$ cat config.mk
export PLATFORM = sky130hd
export DESIGN_NAME = modeset_seq
export DESIGN_NICKNAME = d
export VERILOG_FILES = /design/src/rtl/modeset_pkg.sv /design/src/rtl/modeset_store.sv /design/src/rtl/modeset_ioport.sv /design/src/rtl/modeset_engine.sv /design/src/rtl/modeset_seq.sv
export SDC_FILE = /design/constraint.sdc
export NUM_CORES = 1
export LEC_CHECK = 0
export BUFFER_PORTS_ARGS = -buffer_cell sky130_fd_sc_hd__buf_2
export CAP_MARGIN = 20
export CORE_MARGIN = 4
export CORE_UTILIZATION = 51
export DETAILED_ROUTE_END_ITERATION = 10
export PLACE_DENSITY = 0.78
export SYNTH_ARGS = -nofsm -noshare
export SYNTH_HDL_FRONTEND = slang
export SYNTH_SLANG_ARGS = --single-unit
$ cat constraint.sdc
create_clock -name clk -period 4.4 [get_ports clk]
set_clock_uncertainty 0.1 [all_clocks]
set_input_delay 0.44 -clock clk [delete_from_list [all_inputs] [get_ports clk]]
set_output_delay 0.44 -clock clk [all_outputs]
set_load 0.03 [all_outputs]
$ cat src/rtl/modeset_pkg.sv
package modeset_pkg;
  localparam int WORD_W = 16;

  localparam logic [3:0] MAJ_END = 4'h0;
  localparam logic [3:0] MAJ_IO  = 4'h1;
  localparam logic [3:0] MAJ_SPC = 4'h2;
  localparam logic [3:0] MAJ_NOP = 4'hF;

  localparam int BIT_IN    = 3;
  localparam int BIT_WIDE  = 2;
  localparam int BIT_MULTI = 1;

  localparam logic [3:0] SPC_IDXW = 4'h0;
  localparam logic [3:0] SPC_PAIR = 4'h1;
  localparam logic [3:0] SPC_MASK = 4'h2;

  typedef enum logic [3:0] {
    ST_IDLE, ST_CMD, ST_PORT, ST_CNT, ST_IDX, ST_VAL,
    ST_PAIR, ST_AND, ST_XOR, ST_BUS, ST_DONE, ST_ERR
  } seq_st_e;

  typedef enum logic [2:0] {
    K_OUT1, K_OUTN, K_IN, K_IDXW, K_PAIR, K_MASK
  } op_kind_e;

  typedef struct packed {
    logic              wr;
    logic              wide;
    logic [WORD_W-1:0] addr;
    logic [WORD_W-1:0] data;
  } io_req_t;
endpackage

$ cat src/rtl/modeset_store.sv
module modeset_store
  import modeset_pkg::*;
#(
  parameter int AW = 6
) (
  input  logic              clk,
  input  logic              ld_we,
  input  logic [AW-1:0]     ld_addr,
  input  logic [WORD_W-1:0] ld_data,
  input  logic [AW-1:0]     rd_addr,
  output logic [WORD_W-1:0] rd_word
);
  localparam int DEPTH = 1 << AW;

  logic [WORD_W-1:0] mem [DEPTH];

  always_ff @(posedge clk) begin
    if (ld_we) mem[ld_addr] <= ld_data;
  end

  assign rd_word = mem[rd_addr];
endmodule

$ cat src/rtl/modeset_ioport.sv
module modeset_ioport
  import modeset_pkg::*;
(
  input  logic              clk,
  input  logic              rst_n,
  input  logic              issue,
  input  io_req_t           req,
  output logic              xfer,
  output logic [7:0]        rd_byte,
  output logic              io_valid,
  output logic              io_wr,
  output logic              io_wide,
  output logic [WORD_W-1:0] io_addr,
  output logic [WORD_W-1:0] io_wdata,
  input  logic              io_ready,
  input  logic [WORD_W-1:0] io_rdata
);
  io_req_t    hold_q;
  logic       vld_q;
  logic [7:0] rd_q;
  logic       unused_rd_hi;

  assign unused_rd_hi = ^io_rdata[WORD_W-1:8];
  assign xfer = vld_q & io_ready;

  always_ff @(posedge clk) begin
    if (!rst_n) begin
      vld_q  <= 1'b0;
      hold_q <= '0;
      rd_q   <= '0;
    end else begin
      if (issue) begin
        vld_q  <= 1'b1;
        hold_q <= req;
      end else if (xfer) begin
        vld_q <= 1'b0;
      end
      if (xfer && !hold_q.wr) rd_q <= io_rdata[7:0];
    end
  end

  assign io_valid = vld_q;
  assign io_wr    = hold_q.wr;
  assign io_wide  = hold_q.wide;
  assign io_addr  = hold_q.addr;
  assign io_wdata = hold_q.data;
  assign rd_byte  = rd_q;

  AST_REQ_HOLD: assert property (@(posedge clk) disable iff (!rst_n)
    io_valid && !io_ready |=> io_valid && $stable(io_addr) && $stable(io_wdata) && $stable(io_wr) && $stable(io_wide));
  AST_ISSUE_FREE: assert property (@(posedge clk) disable iff (!rst_n)
    issue |-> !io_valid);
endmodule

$ cat src/rtl/modeset_engine.sv
module modeset_engine
  import modeset_pkg::*;
#(
  parameter int AW = 6
) (
  input  logic              clk,
  input  logic              rst_n,
  input  logic              start,
  input  logic [WORD_W-1:0] word,
  output logic [AW-1:0]     pc,
  output logic              issue,
  output io_req_t           req,
  input  logic              xfer,
  input  logic [7:0]        rd_byte,
  input  logic              io_valid,
  output logic              busy,
  output logic              done,
  output logic              err
);
  seq_st_e           st_q, ret_q;
  op_kind_e          kind_q;
  logic              wide_q;
  logic [WORD_W-1:0] port_q, cnt_q;
  logic [7:0]        idx_q, and_q;
  logic [AW-1:0]     pc_q;
  logic [3:0]        maj, mnr;
  logic              last;

  assign maj  = word[7:4];
  assign mnr  = word[3:0];
  assign last = (cnt_q == WORD_W'(1));
  assign pc   = pc_q;

  // Transaction issue: one request per issuing state, bus idle there
  always_comb begin
    issue = 1'b0;
    req   = '0;
    case (st_q)
      ST_PORT: if (kind_q == K_IN) begin
        issue    = 1'b1;
        req.wide = wide_q;
        req.addr = word;
      end
      ST_VAL: begin
        issue    = 1'b1;
        req.wr   = 1'b1;
        req.addr = port_q;
        case (kind_q)
          K_IDXW: begin
            req.wide = 1'b1;
            req.data = {word[7:0], idx_q};
          end
          K_PAIR:  req.data = {8'h00, idx_q};
          default: begin
            req.wide = wide_q;
            req.data = wide_q ? word : {8'h00, word[7:0]};
          end
        endcase
      end
      ST_PAIR: begin
        issue    = 1'b1;
        req.wr   = 1'b1;
        req.addr = port_q;
        req.data = {8'h00, word[7:0]};
      end
      ST_AND: begin
        issue    = 1'b1;
        req.addr = port_q;
      end
      ST_XOR: begin
        issue    = 1'b1;
        req.wr   = 1'b1;
        req.addr = port_q;
        req.data = {8'h00, (rd_byte & and_q) ^ word[7:0]};
      end
      default: ;
    endcase
  end

  always_ff @(posedge clk) begin
    if (!rst_n) begin
      st_q   <= ST_IDLE;
      ret_q  <= ST_IDLE;
      kind_q <= K_OUT1;
      wide_q <= 1'b0;
      port_q <= '0;
      cnt_q  <= '0;
      idx_q  <= '0;
      and_q  <= '0;
      pc_q   <= '0;
    end else begin
      case (st_q)
        ST_IDLE, ST_DONE, ST_ERR: if (start) begin
          pc_q <= '0;
          st_q <= ST_CMD;
        end
        ST_CMD: begin
          pc_q   <= pc_q + 1'b1;
          wide_q <= mnr[BIT_WIDE];
          case (maj)
            MAJ_END: st_q <= ST_DONE;
            MAJ_NOP: st_q <= ST_CMD;
            MAJ_IO: begin
              st_q <= ST_PORT;
              if (mnr[BIT_IN])         kind_q <= K_IN;
              else if (mnr[BIT_MULTI]) kind_q <= K_OUTN;
              else                     kind_q <= K_OUT1;
            end
            MAJ_SPC: begin
              st_q <= ST_PORT;
              case (mnr)
                SPC_IDXW: kind_q <= K_IDXW;
                SPC_PAIR: kind_q <= K_PAIR;
                SPC_MASK: kind_q <= K_MASK;
                default:  st_q   <= ST_ERR;
              endcase
            end
            default: st_q <= ST_ERR;
          endcase
        end
        ST_PORT: begin
          pc_q   <= pc_q + 1'b1;
          port_q <= word;
          case (kind_q)
            K_IN: begin
              st_q  <= ST_BUS;
              ret_q <= ST_CMD;
            end
            K_OUT1:  st_q <= ST_VAL;
            K_MASK:  st_q <= ST_AND;
            default: st_q <= ST_CNT;
          endcase
        end
        ST_CNT: begin
          pc_q  <= pc_q + 1'b1;
          cnt_q <= word;
          if (kind_q == K_IDXW || kind_q == K_PAIR) st_q <= ST_IDX;
          else if (word == '0)                      st_q <= ST_CMD;
          else                                      st_q <= ST_VAL;
        end
        ST_IDX: begin
          pc_q  <= pc_q + 1'b1;
          idx_q <= word[7:0];
          st_q  <= (cnt_q == '0) ? ST_CMD : ST_VAL;
        end
        ST_VAL: begin
          st_q <= ST_BUS;
          if (kind_q == K_PAIR) begin
            ret_q <= ST_PAIR;
          end else begin
            pc_q <= pc_q + 1'b1;
            if (kind_q == K_OUT1) begin
              ret_q <= ST_CMD;
            end else begin
              cnt_q <= cnt_q - 1'b1;
              ret_q <= last ? ST_CMD : ST_VAL;
              if (kind_q == K_IDXW) idx_q <= idx_q + 1'b1;
            end
          end
        end
        ST_PAIR: begin
          pc_q  <= pc_q + 1'b1;
          idx_q <= idx_q + 1'b1;
          cnt_q <= cnt_q - 1'b1;
          st_q  <= ST_BUS;
          ret_q <= last ? ST_CMD : ST_VAL;
        end
        ST_AND: begin
          pc_q  <= pc_q + 1'b1;
          and_q <= word[7:0];
          st_q  <= ST_BUS;
          ret_q <= ST_XOR;
        end
        ST_XOR: begin
          pc_q  <= pc_q + 1'b1;
          st_q  <= ST_BUS;
          ret_q <= ST_CMD;
        end
        ST_BUS:  if (xfer) st_q <= ret_q;
        default: st_q <= ST_IDLE;
      endcase
    end
  end

  assign busy = !(st_q inside {ST_IDLE, ST_DONE, ST_ERR});
  assign done = (st_q == ST_DONE);
  assign err  = (st_q == ST_ERR);

  AST_IDLE_QUIET: assert property (@(posedge clk) disable iff (!rst_n)
    !busy |-> !io_valid);
  AST_DONE_HOLD: assert property (@(posedge clk) disable iff (!rst_n)
    done && !start |=> done && !busy);
  AST_ERR_HOLD: assert property (@(posedge clk) disable iff (!rst_n)
    err && !start |=> err && !busy);
  AST_START_RUN: assert property (@(posedge clk) disable iff (!rst_n)
    !busy && start |=> busy && !done && !err);
endmodule

$ cat src/rtl/modeset_seq.sv
module modeset_seq
  import modeset_pkg::*;
#(
  parameter int AW = 6
) (
  input  logic          clk,
  input  logic          rst_n,
  input  logic          start,
  input  logic          ld_we,
  input  logic [AW-1:0] ld_addr,
  input  logic [15:0]   ld_data,
  output logic          busy,
  output logic          done,
  output logic          err,
  output logic          io_valid,
  output logic          io_wr,
  output logic          io_wide,
  output logic [15:0]   io_addr,
  output logic [15:0]   io_wdata,
  input  logic          io_ready,
  input  logic [15:0]   io_rdata
);
  logic [AW-1:0]     pc;
  logic [WORD_W-1:0] word;
  logic              issue, xfer;
  io_req_t           req;
  logic [7:0]        rd_byte;

  modeset_store #(.AW(AW)) u_store (
    .clk(clk), .ld_we(ld_we), .ld_addr(ld_addr), .ld_data(ld_data),
    .rd_addr(pc), .rd_word(word)
  );

  modeset_engine #(.AW(AW)) u_engine (
    .clk(clk), .rst_n(rst_n), .start(start), .word(word), .pc(pc),
    .issue(issue), .req(req), .xfer(xfer), .rd_byte(rd_byte),
    .io_valid(io_valid), .busy(busy), .done(done), .err(err)
  );

  modeset_ioport u_port (
    .clk(clk), .rst_n(rst_n), .issue(issue), .req(req), .xfer(xfer),
    .rd_byte(rd_byte), .io_valid(io_valid), .io_wr(io_wr), .io_wide(io_wide),
    .io_addr(io_addr), .io_wdata(io_wdata), .io_ready(io_ready), .io_rdata(io_rdata)
  );
endmodule

==> results of run 1 <==
cell families (layout without fill, tap and decap cells):
| kind of cell | count (synthesis) | count (layout) | share of synthesized area, % |
|---|---|---|---|
| compound gates | 276 | 276 | 3.96 |
| other cells | 0 | 4 | 0 |
| flops | 1139 | 1139 | 73.8 |
| xor+xnor | 7 | 7 | 0.137 |
| fa+ha+maj | 5 | 5 | 0.140 |
| buf+inv | 158 | 446 | 1.62 |
| mux | 334 | 334 | 15.8 |
| simple gates | 449 | 449 | 4.51 |
power by group through the flow:
stage	logic, mW	clock network (mW)	registers (mW)
after CTS	6.35	9.37	12.3
after detailed placement	6.25	0	12.6
after global routing	6.76	9.86	12.4
after floorplan	4.39	0	12.4
final	6.39	9.27	12.3
after global placement	6.13	0	12.5
cell usage after synthesis, drive strengths merged (9+ instances only):
| cell | n | area [sq um] |
|---|---|---|
| or3 | 10 | 62.6 |
| a221oi | 20 | 175 |
| o22ai | 16 | 100 |
| clkbuf | 84 | 315 |
| nor3 | 28 | 140 |
| nor2 | 200 | 751 |
| inv | 13 | 48.8 |
| nor2b | 10 | 62.6 |
| nand2 | 107 | 402 |
| a22oi | 29 | 218 |
| mux2i | 34 | 340 |
| a21oi | 86 | 430 |
| nor4 | 9 | 56.3 |
| a211oi | 25 | 188 |
| buf | 61 | 362 |
| nand3 | 23 | 115 |
| nand2b | 15 | 93.8 |
| edfxtp | 1024 | 30700 |
| mux4 | 299 | 6730 |
| dfxtp | 115 | 2300 |
| o21ai | 50 | 250 |
worst max-delay path by stage:
stage	slack (ns)	endpoint	depth (start not counted)
2_1_floorplan	0.81	u_engine.st_q[2]	13
3_3_place_gp	0.53	u_engine.kind_q[0]	8
3_5_place_dp	0.47	u_engine.kind_q[0]	8
4_1_cts	0.42	u_engine.kind_q[0]	8
5_1_grt	0.29	u_engine.kind_q[0]	8
6_report	0.36	u_engine.kind_q[0]	8
worst max-delay path, cell delays in order (launching register included):
cell and delay, ns:
dfxtp_4 0.59, buf_12 0.31, mux4_2 0.54, mux4_2 0.57
mux4_2 0.68, or3_1 0.47, nor2_1 0.21, and2_1 0.22
a311oi_1 0.11
state kept, by name, summed over array words and instances, names as in the netlist, named ones only:
register / count
u_port.io_wdata: 16
u_engine.port_q: 16
u_engine.kind_q: 3
u_engine.wide_q: 1
u_engine.pc: 6
u_engine.and_q: 8
u_port.io_wide: 1
u_store.mem: 1024
u_engine.ret_q: 4
u_port.io_wr: 1
u_port.io_valid: 1
u_port.rd_byte: 8
u_engine.cnt_q: 16
u_engine.idx_q: 8
u_engine.st_q: 4
u_port.io_addr: 16
through the flow:
step	hold WS, ns	area (sq um)	power, mW	util (%)
after global routing	0.0168	51000	29.0	58.7
after CTS	0.0325	50800	28.0	58.5
after global placement	0.337	47200	18.7	54.4
after floorplan	0.324	44800	16.8	-
after detailed placement	0.351	47200	18.8	54.4
final	0.0348	51100	28.0	58.8
timing repair:
item / CTS / global route
buffers inserted: 0 / 0
hold endpoints to repair: 9 / 7
hold buffers: 9 / 1
cell type report:
cell class                 count  area share (%)
inverter                      13          0.0956
clock buffer                 136            5.62
multi-input combinational   1071            21.6
tap                         1155            2.83
timing repair buffer         239            3.75
antenna                        4          0.0196
clock inverter                58            1.27
sequential                  1139            64.8
metal layers:
| layer | track usage [%] | up-vias |
|---|---|---|
| met5 | 0 | - |
| met4 | 8.11 | 4 |
| met3 | 5.22 | 293 |
| met2 | 39.6 | 1668 |
| met1 | 32.3 | 12800 |
| li1 | - | 10100 |
==> results.tsv, run 1 <==
metric	value	unit
Place WS	0.467	ns
Tightest Hold Check Type	input pin to flip-flop	
status	finished clean	
WL met3	11800	microns
commonest non-fill, non-tap cells in the layout	1024 x edfxtp_1, 299 x mux4_2, 198 x nor2_1, 135 x buf_4, 112 x dfxtp_1	
post-cts repair resize count	0	
multi-input logic area	11100	sq um
minimum clock period	4.04	ns
Pleak	16.1	nW
Starting DRT DRC Count	3565	
synthesized area	44800	sq um
Worst-path clk slew	0.06	ns
Die X-Extent	304	microns
MaxCap Viol Count	0	
Filler cells	5962	
Slew Limit Fails	0	
number of synthesized flops with an enable pin	1024	
final instance count without filler cells	3815	
Reg2Reg Capture Point	u_engine.kind_q[0]	
Post-synth top flop	edfxtp_1	
GPL Wtd Cong	0.892	
vias in the first global route	24500	
layout cells sized above 1	26.2	%
Hold Violations, Final	0	
Synthesis Warnings	0	
Area growth syn-to-layout	14.0	%
Avg Cell Area, Syn	18.9	sq um
Synth Register Bits	1139	
CP required	4.78	ns
DRT Pass-1 Iters	5	
site row count	108	
post-detail-place hpwl	64900	microns
Routed wire per std cell	29.7	microns
min-delay src	ld_data[7]	
library cells used by synthesis	66	
P per Cell Area	548	nW/um^2
initial core utilization	51.5	%
first-pass GRT wire length	166000	microns
Fmax	247	MHz
Top Layer Used	met5	
sequential-to-total area share from yosys stat	73.8	%
largest net degree at the start of global routing	65	
Net Sw Power	7.75	mW
VDD IR-drop max	0.000405	V
reg2reg path depth	8	
syn_nets	2416	
Post-Route M1 WL	41200	microns
register area	33100	sq um
routed vias	24800	
Clock Power Share	33.1	%
clk_lat worst skew	0.69	ns
Inst Count DP	3597	
crit-path max FO	30	
DRC	0	
Final #Nets	2618	
Setup-failing EPs final	0	
Setup WS post-layout	0.356	ns
GR Overflow Total	0	
CTS Sinks	1139	
Startpoint Class	flip-flop	
flop-to-flop setup slack	0.36	ns
GR Util All Layers	24.0	%
CTS root buffer	clkbuf_16	
Placeable Area	86900	sq um
I/O pins	81	
clock buffer depth	3	
Mapped Cells	2368	
hold path depth	1	
worst slew pin tran	1.08	ns
unrepaired setup endpoints after global routing	no	
Crit. End Element	flip-flop	
Combinational Power Share	22.8	%
aggregate negative setup slack	0	ns
most common cell after layout, fill and taps aside	edfxtp_1	
period utilization	91.9	%
share of power burned in registers	44.1	%
post-route ant nets	0	
relative slew slack	28.3	%
CP Class	flip-flop to flip-flop	
post-synthesis async set-or-reset flop share	0	%
met2 wire length	55900	microns
antenna violations before repair	5	
# port buffers	72	
Via-to-Cell Ratio	6.50	
Hold EP	u_store.mem[37][7]	
Inserted Clock Buffers	106	
die area	92600	sq um
total internal power	20.2	mW
drt total wl	113000	microns
Sw Ratio	27.7	%
H-tree Lvls	3	
CP Data Arrival Time	4.42	ns
CTS tree	yes	
Die H	304	microns
(Power assumes the default switching activity.)
==> inputs of run 2 (changes only) <==
--- a/config.mk
+++ b/config.mk
@@ -8,9 +8,9 @@
 export BUFFER_PORTS_ARGS = -buffer_cell sky130_fd_sc_hd__buf_2
 export CAP_MARGIN = 20
 export CORE_MARGIN = 4
-export CORE_UTILIZATION = 51
+export CORE_UTILIZATION = 54
 export DETAILED_ROUTE_END_ITERATION = 10
-export PLACE_DENSITY = 0.78
+export PLACE_DENSITY = 0.81
 export SYNTH_ARGS = -nofsm -noshare
 export SYNTH_HDL_FRONTEND = slang
 export SYNTH_SLANG_ARGS = --single-unit
==> constraint.sdc (replaced) <==
create_clock -name clk -period 4.4 [get_ports clk]
set_clock_uncertainty 0.1 [all_clocks]
set_input_delay 0.22 -clock clk [delete_from_list [all_inputs] [get_ports clk]]
set_output_delay 0.22 -clock clk [all_outputs]
set_load 0.03 [all_outputs]
==> run 2 against run 1 <==
The run now ends with negative hold slack left. Sequential share of layout area hardly changed. Global-route usage is 2.4 points higher. Critical path depth up 2. Worst hold slack worse by 0.036 ns. Non-clock buffer count fell by 10. Via count increased by 1.0%. Count of clock-buffer cells in the layout grew 10. Register-to-register slack better by 0.08 ns. Largest cell class unchanged. Highest routed layer unchanged.
==> results.tsv, run 2 (synthesis results as in run 1) <==
metric	value	unit	change
status	finished, violations left		
failing checks	negative hold slack		
met2 Track Usage GR	43.0	%	+3.3 points
first-pass GRT wire length	169000	microns	+1.8%
relative slew slack	36.1	%	+7.8 points
Crit. End Element	flip-flop		
Inst Count DP	3491		-2.9%
post-detail-place hpwl	64000	microns	-1.4%
antenna violations before repair	7		+2
Startpoint Class	flip-flop		
I/O pins	81		unchanged
P per Cell Area	552	nW/um^2	+0.75%
Fmax	253	MHz	+2.1%
max reg flops	1024		unchanged
GPL Wtd Cong	0.882		-1.1%
Most flops, register	u_store.mem		
drt total wl	116000	microns	+2.7%
Starting DRT DRC Count	4057		+14%
crit-path max FO	39		+30%
Inserted Clock Buffers	108		+1.9%
Placeable Area	82100	sq um	-5.5%
Pleak	16.2	nW	+0.35%
DRC	0		unchanged
routed vias	25000		+1.0%
VDD IR-drop max	0.000418	V	+3.2%
layout cells sized above 1	26.3	%	+0.056 points
CTS Sinks	1139		unchanged
Hold Violations, Final	2		+2
post-CTS setup repair buffer count	0		unchanged
clock buffer depth	3		unchanged
site row count	105		-2.8%
CTS tree	yes		
CP Class	flip-flop to flip-flop		
busiest metal layer after global routing	met2		
Setup-failing EPs final	0		unchanged
# port buffers	72		unchanged
CP required	4.84	ns	+0.06 ns
worst slew pin tran	0.955	ns	-0.120 ns
worst path bufs/invs	2		+1
minimum clock period	3.96	ns	-0.0846 ns
Die X-Extent	296	microns	-2.7%
CP top delay family	compound AO/OA/AOI/OAI gates		
hold buffer count at CTS	11		+2
initial core utilization	54.5	%	+3.0 points
Routed wire per std cell	31.2	microns	+5.0%
Final #Nets	2610		-0.31%
H-tree Lvls	3		unchanged
DRT Pass-1 Iters	6		+1
crit-path max cell delay	0.76	ns	+0.08 ns
Filler cells	5345		-10%
MaxCap Viol Count	0		unchanged
CTS root buffer	clkbuf_16		
GR Overflow Total	0		unchanged
Die H	296	microns	-2.7%
post-cts repair resize count	0		unchanged
aggregate negative setup slack	0	ns	unchanged
commonest non-fill, non-tap cells in the layout	1024 x edfxtp_1, 299 x mux4_2, 198 x nor2_1, 115 x buf_4, 113 x clkbuf_16		
Tightest Hold Check Type	input pin to flip-flop		
slowest CP cell	dfxtp_4		
register area	33100	sq um	unchanged
CP cell instances	buf_12, nand3b_1, o22ai_1, a2111oi_0, buf_4, a22oi_1, o2111ai_1, o21ai_0, and2_1, o211a_1		
final instance count without filler cells	3730		-2.2%
most common cell after layout, fill and taps aside	edfxtp_1		
Slew Limit Fails	0		unchanged
die area	87600	sq um	-5.4%
post-route ant nets	0		unchanged
Area growth syn-to-layout	14.1	%	about the same
post-layout power	28.2	mW	+0.82%
vias in the first global route	24900		+1.6%
Worst-path clk slew	0.07	ns	about the same
period utilization	90.0	%	-1.9 points
multi-input logic area	11100	sq um	unchanged
GR Util All Layers	26.5	%	+2.4 points
unrepaired setup endpoints after global routing	no		
largest net degree at the start of global routing	91		+40%
CP Data Arrival Time	4.40	ns	-0.02 ns
met1 Usage GRT	35.5	%	+3.2 points
hold slack	-0.00126	ns	-0.0360 ns
Via-to-Cell Ratio	6.71		+3.3%
clk_lat worst skew	0.69	ns	about the same
met3 global-route usage	5.92	%	+0.70 points
-- run 2: changes by cell type in the layout (fill, tap and decap cells not counted), moves of 8 or more --
cell and delta:
dlygate4sd3_1 +9, clkbuf_8 +8, buf_4 -20, clkinv_1 -9
clkinv_2 +11
-- run 2: report_power, final --
group | switching (mW) | internal [mW]
clock | 4.04 | 5.55
sequential | 0.273 | 12.0
combinational | 3.51 | 2.82
total | 7.83 | 20.4
-- run 2: cell type report --
class | count | share of cell area (%)
Antenna cell | 2 | 0.00980
Clock buffer | 146 | 5.93
Clock inverter | 60 | 1.31
Inverter | 13 | 0.0955
Multi-Input combinational cell | 1071 | 21.6
Sequential cell | 1139 | 64.7
Tap cell | 1070 | 2.62
Timing Repair Buffer | 229 | 3.69
-- run 2: per-stage QoR --
stage / instance area (sq um) / util (%) / setup slack [ns]
after floorplan: 44800 / - / 0.805
after global placement: 47000 / 57.2 / 0.513
after detailed placement: 47000 / 57.2 / 0.499
after CTS: 50800 / 61.8 / 0.477
after global routing: 51100 / 62.2 / 0.300
final: 51100 / 62.2 / 0.441
-- run 2: final timing paths --
| kind | start | to | slack [ns] | cells after the start |
|---|---|---|---|---|
| min reg2reg | u_engine.port_q[6] | u_engine.port_q[6] | 0.36 | 2 |
| max reg2reg | flip-flop | u_engine.kind_q[2] | 0.44 | 10 |
| max | flip-flop | u_engine.kind_q[2] | 0.44 | 10 |
| min | ld_data[12] | u_store.mem[28][12] | -0.001 | 1 |
-- run 2: routing by layer --
metal / vias to the layer above / routed length [microns]
met2: 1908 / 57200
met3: 328 / 12900
li1: 10000 / -
met5: - / 61
met4: 10 / 5420
met1: 12800 / 40900
